[src/rtl/trap_pkg.sv]
package trap_pkg;
    localparam logic [7:0] VEC_OVERFLOW = 8'h04;
    localparam logic [7:0] VEC_RANGE    = 8'h05;
    localparam logic [7:0] VEC_BADOP    = 8'h06;

    typedef enum logic [2:0] {
        ST_IDLE,
        ST_REQ_LO,
        ST_WAIT_LO,
        ST_REQ_HI,
        ST_WAIT_HI,
        ST_EVAL,
        ST_FINISH
    } seq_state_t;

    typedef struct packed {
        logic       trap;
        logic [7:0] vec;
        logic       bad;
    } verdict_t;
endpackage

[src/rtl/trap_seq.sv]
module trap_seq
    import trap_pkg::*;
(
    input  logic       clk,
    input  logic       rst_n,
    input  logic       start,
    input  logic       op_bound,
    input  logic       of_flag,
    input  logic       lim_is_reg,
    input  logic       mem_rvalid,
    input  logic       out_of_range,
    output logic       accept,
    output logic       cap_lo,
    output logic       cap_hi,
    output logic       mem_req,
    output logic       sel_hi,
    output logic       trap_valid,
    output logic [7:0] trap_vec,
    output logic       bad_operand,
    output logic       done
);
    seq_state_t state, state_nx;
    verdict_t   verdict_q, verdict_nx;
    logic       verdict_ld;

    // next state and verdict
    always_comb begin
        state_nx   = state;
        verdict_nx = '0;
        verdict_ld = 1'b0;
        unique case (state)
            ST_IDLE: begin
                if (start) begin
                    if (!op_bound) begin
                        state_nx   = ST_FINISH;
                        verdict_ld = 1'b1;
                        verdict_nx = of_flag ? '{trap: 1'b1, vec: VEC_OVERFLOW, bad: 1'b0} : '0;
                    end else if (lim_is_reg) begin
                        state_nx   = ST_FINISH;
                        verdict_ld = 1'b1;
                        verdict_nx = '{trap: 1'b1, vec: VEC_BADOP, bad: 1'b1};
                    end else begin
                        state_nx = ST_REQ_LO;
                    end
                end
            end
            ST_REQ_LO:  state_nx = ST_WAIT_LO;
            ST_WAIT_LO: if (mem_rvalid) state_nx = ST_REQ_HI;
            ST_REQ_HI:  state_nx = ST_WAIT_HI;
            ST_WAIT_HI: if (mem_rvalid) state_nx = ST_EVAL;
            ST_EVAL: begin
                state_nx   = ST_FINISH;
                verdict_ld = 1'b1;
                verdict_nx = out_of_range ? '{trap: 1'b1, vec: VEC_RANGE, bad: 1'b0} : '0;
            end
            ST_FINISH:  state_nx = ST_IDLE;
            default:    state_nx = ST_IDLE;
        endcase
    end

    // state register
    always_ff @(posedge clk or negedge rst_n) begin
        if (!rst_n) begin
            state     <= ST_IDLE;
            verdict_q <= '0;
        end else begin
            state <= state_nx;
            if (verdict_ld) verdict_q <= verdict_nx;
        end
    end

    // outputs
    always_comb begin
        accept      = 1'b0;
        cap_lo      = 1'b0;
        cap_hi      = 1'b0;
        mem_req     = 1'b0;
        sel_hi      = 1'b0;
        trap_valid  = 1'b0;
        trap_vec    = 8'h00;
        bad_operand = 1'b0;
        done        = 1'b0;
        unique case (state)
            ST_IDLE:    accept = start;
            ST_REQ_LO:  mem_req = 1'b1;
            ST_WAIT_LO: cap_lo = mem_rvalid;
            ST_REQ_HI: begin
                mem_req = 1'b1;
                sel_hi  = 1'b1;
            end
            ST_WAIT_HI: cap_hi = mem_rvalid;
            ST_EVAL:    ;
            ST_FINISH: begin
                trap_valid  = verdict_q.trap;
                trap_vec    = verdict_q.trap ? verdict_q.vec : 8'h00;
                bad_operand = verdict_q.bad;
                done        = !verdict_q.trap;
            end
            default: ;
        endcase
    end

    AST_ONE_RESULT: assert property (@(posedge clk) disable iff (!rst_n)
        !(trap_valid && done));
    AST_RESULT_PULSE: assert property (@(posedge clk) disable iff (!rst_n)
        (trap_valid || done) |=> !(trap_valid || done));
    AST_REQ_SINGLE: assert property (@(posedge clk) disable iff (!rst_n)
        mem_req |=> !mem_req);
    AST_BAD_VECTOR: assert property (@(posedge clk) disable iff (!rst_n)
        bad_operand |-> (trap_valid && trap_vec == VEC_BADOP));
    AST_VEC_KNOWN: assert property (@(posedge clk) disable iff (!rst_n)
        trap_valid |-> (trap_vec == VEC_OVERFLOW || trap_vec == VEC_RANGE || trap_vec == VEC_BADOP));
endmodule

[config.mk]
export PLATFORM = sky130hd
export DESIGN_NAME = trap_seq
export DESIGN_NICKNAME = d
export VERILOG_FILES = /design/src/rtl/trap_pkg.sv /design/src/rtl/trap_seq.sv
export SDC_FILE = /design/constraint.sdc
export NUM_CORES = 1
export LEC_CHECK = 0
export ABC_AREA = 1
export CORE_AREA = 10 10 47 49
export DETAILED_ROUTE_END_ITERATION = 10
export DIE_AREA = 0 0 57 59
export GPL_TIMING_DRIVEN = 0
export HOLD_SLACK_MARGIN = 0.1
export MAX_ROUTING_LAYER = met4
export PLACE_DENSITY_LB_ADDON = 0.1
export SYNTH_ARGS = -nofsm -noshare
export SYNTH_HDL_FRONTEND = slang
export SYNTH_SLANG_ARGS = --single-unit
[constraint.sdc]
create_clock -name clk -period 3.3 [get_ports clk]
set_clock_uncertainty 0.1 [all_clocks]
set_input_delay 0.99 -clock clk [delete_from_list [all_inputs] [get_ports clk]]
set_output_delay 0.99 -clock clk [all_outputs]
set_load 0.03 [all_outputs]
* Yosys cells after proc, flatten, opt, wreduce, memory -nomap -nowiden
Cells that the tools add are included.
** Cells by class
- Equal/unequal tests :: 9
- Multiplexer cells :: 26
- Reduce and logical (&&, ||, !) cells :: 4
** Operators with widths (number)
- 2-to-1 mux 10 bit :: 5
- case mux 10 bit (2 select lines) :: 1
- case mux 3 bit (6 select lines) :: 1
- 2-to-1 mux 8 bit :: 2
- 2-to-1 mux 3 bit :: 5
- 2-to-1 mux 1 bit :: 11
- equality test 3 bit, second input constant :: 3
- equality test 3 x 2 -> 1 bit, second input constant :: 2
- != test 2 bit, second input constant :: 3
- equality test 3 x 1 -> 1 bit, second input constant :: 1
- zero test 3 bit :: 1
- AND reduction 3 bit :: 1
- case mux 1 bit (2 select lines) :: 1
- OR reduction 2 bit :: 1
- zero test 1 bit :: 1
** Word-level totals
- Flip-flop bits (word level) :: 13
- Bits of input ports :: 8
- Output and inout port bits :: 16
- Word-level logic and storage cells :: 43

* Logic depth before layout (Yosys ltp)
- Depth after elaboration :: 4
- Mapped depth :: 7
- Depth with buffers taken out :: 7

* Least setup slack after synthesis
OpenSTA, ideal clock, no wires.
- Path type :: input to output
- From :: input port mem_rvalid
- To :: output port cap_hi
- Data arrival time :: 1.459 ns
- Data required time :: 2.210 ns
- Path slack :: 0.751 ns
- Cell stages on the path :: 2
- Path buffers :: 0
- Cell sequence :: inv_1 > nor2_1
** On the way
- Longest elaborated chain between the ends :: 1
** Ends and longest elaborated chain
- from (decl) :: RTL line trap_seq.sv:10 : input logic mem_rvalid,
- 2-to-1 mux 1 bit :: RTL line trap_seq.sv:83 : unique case (state)
- to (decl) :: RTL line trap_seq.sv:14 : output logic cap_hi,
Every way passes these cells.

* Worst setup path in the final report
- From :: input port start
- To :: output port accept
** On the way
- Longest elaborated chain between the ends :: 1
** Ends and longest elaborated chain
- from (decl) :: RTL line trap_seq.sv:6 : input logic start,
- 2-to-1 mux 1 bit :: RTL line trap_seq.sv:83
- to (decl) :: RTL line trap_seq.sv:12 : output logic accept,
Every way passes these cells.

==> out/metrics.yaml <==
ys_top_cells_by_area: "dfrtp_1, nand3_1, nand2_1, nor2_1, buf_4"
gp_congestion: 0.781
tns_ns: 0
seqPwrFrac_pct: 27.7
drt_iter0_drc: 2
status: "finished, final reports clean"
worstSetupStartpoint: "start"
drt-total-wl_mm: 1.11
chipWidth_um: 57
hp-start: "verdict_q[2]"
rows: 14
nFillCells: 163
cts.clk_slew.worst_paths_ns: 0.04
combPwrFrac_pct: 60.7
ys.flop_type: "dfrtp_1"
synthDistinctLibCells: 12
critPathKind: "input port to primary output"
syn_area_per_cell_sq_um: 6.41
grt_pass1_wl_mm: 1.81
cts_made_buffers: 3
fin_util_pct: 50.1
critPathSlowestCell: "clkdlybuf4s50_1"
cts-resized-gates: 3
ios: 24
grt_start_max_net_pins: 8
synth_common_cells: "nand2_1, nor2_1, nand3_1, inv_1"
switching_power_mw: 0.278
switching_share_pct: 49.9
yosys_register_bits: 6
wl_per_cell_um: 9.75
dieArea_sq_um: 3360
postCtsHoldBufs: 0
vias: 489
syn_area_sq_um: 468
cp.required_ns: 2.21
place_inst: 111
synth_fa_ha_area_share_pct: 0
yosysWarnings: 0
seq_area_sq_um: 150
grt_overflow_total: 0
antenna_found_initial: 0
hold_slack_ns: 0.392
crit_fanout: 3
layout-drive-gt1-share_pct: 16.3
fmax_mhz: 315
clk_latency_ns: 0.24
area_growth_pct: 50.0
synth-compound-area-share_pct: 0
netlist_instances: 73
maxCapViolCount: 0
ys_seq_area_share_pct: 32.1
ir_drop_v: 0.000455
maxSlewViolCount: 0
synth_top_family_by_area: "simple AND/OR/NAND/NOR gates"
cts_tree: "yes"
route.detailed.drc: 0
p_leak_nw: 0.379
yosysTopAreaCellShare_pct: 32.1
synth.largest_area_cell: "dfrtp_1"
hp-class: "flop to flop"
stdcell_count: 114
period_needed_ns: 3.18
n_antenna_cell: 0
cp-start-kind: "input port"
portBuffers: 18
fp.dieH_um: 59
dp_hpwl_um: 979
postCtsSetupBuffers: 0
synth_edf_count: 0
htree_levels: 1
grt_pass1_vias: 462
antenna_left: 0
synthMostInstantiatedCell: "nand2_1"
cp.arrival_ns: 2.09
p_clk_share_pct: 11.7
coreArea_sq_um: 1400
cpPeakStageDelay_ns: 0.48
cts-root-buf: "clkbuf_4"
rsz0062_at_grt: "false"
finalPower_mw: 0.557
cts_buffer_depth: 2
yosys.area_share.xor_xnor_pct: 0
clkSinkCount: 6
track_usage_pct: 6.94
initial_core_util_pct: 33.4
pwr_density_cell_nw_per_um2: 793
multiInputGateArea_sq_um: 246
r2r_start: "state[1]"
critical_path.endpoint_type: "primary output"
via_per_inst: 4.29
setup_viol: 0
drtPass1Iterations: 4
ys_async_sr_fraction_pct: 100
synth-simple-area-share_pct: 48.7
worstPathCellList: "clkdlybuf4s50_1 -> inv_1 -> nor2_2 -> dlygate4sd2_1"
timing.final.crit_share_pct: 96.3
p_int_mw: 0.279
nets: 108
synthMuxAreaShare_pct: 0
hold_viol_final: 0
-- cell families (layout without fill, tap and decap cells) --
kind of cell,Yosys count,after routing
other,1,5
buffers and inverters,17,38
and+or+nand+nor,49,49
DFF,6,6
-- area by class of cell --
| class | count | area share [%] |
|---|---|---|
| Buffer | 6 | 6.42 |
| Clock buffer | 3 | 3.21 |
| Inverter | 11 | 5.88 |
| Multi-Input combinational cell | 54 | 35.1 |
| Sequential cell | 6 | 21.4 |
| Tap cell | 16 | 2.85 |
| Timing Repair Buffer | 18 | 25.1 |
-- power by group through the flow --
stage / Sequential [mW] / Clock [mW] / Combinational (mW)
final: 0.154 / 0.0649 / 0.338
after global routing: 0.161 / 0.0777 / 0.378
after CTS: 0.154 / 0.0684 / 0.343
after detailed placement: 0.155 / 0 / 0.349
after global placement: 0.156 / 0 / 0.347
after floorplan: 0.146 / 0 / 0.252
-- registers in the layout, indices dropped and copies added (netlist names) --
signal	count
verdict_q	3
state	3
-- metal layers --
layer  vias to the layer above  global-route usage, %  wire, um
met3                         0                   6.65       167
met1                       209                   6.19       405
met2                        18                   10.9       538
li1                        262                      -         -
met5                         -                      -         0
met4                         0                   1.01         0
-- cells in the final DEF (no fill, tap or decap) --
cell	instances
dfrtp_1	6
nand2_1	15
buf_4	6
nand2_2	4
nand3_1	12
nor2_1	13
nor2_4	1
dlygate4sd2_1	3
nor2_2	1
nor3_1	2
inv_1	11
nand3_2	1
clkbuf_4	3
conb_1	5
clkdlybuf4s50_1	15
-- worst max-delay path: cells and delay by family --
family | cells | cell delay (ns)
buffers and inverters | 3 | 0.96
AND/OR/NAND/NOR | 1 | 0.14
-- through the flow --
step / setup WS, ns / cell area [sq um]
floorplan: 0.751 / 483
global placement: -0.157 / 683
detailed placement: -0.158 / 683
CTS: 0.112 / 702
global route: 0.0745 / 702
finish: 0.123 / 702
-- final timing paths --
check	endpoint	slack [ns]	depth (start not counted)
max reg2reg	verdict_q[3]	2.03	6
min reg2reg	verdict_q[2]	0.39	2
max in group asynchronous	state[2]	2.00	1
min	verdict_q[2]	0.39	2
max	accept	0.12	4
min in group asynchronous	verdict_q[1]	0.89	1
No activity file was read; power rests on OpenSTA's default activity.
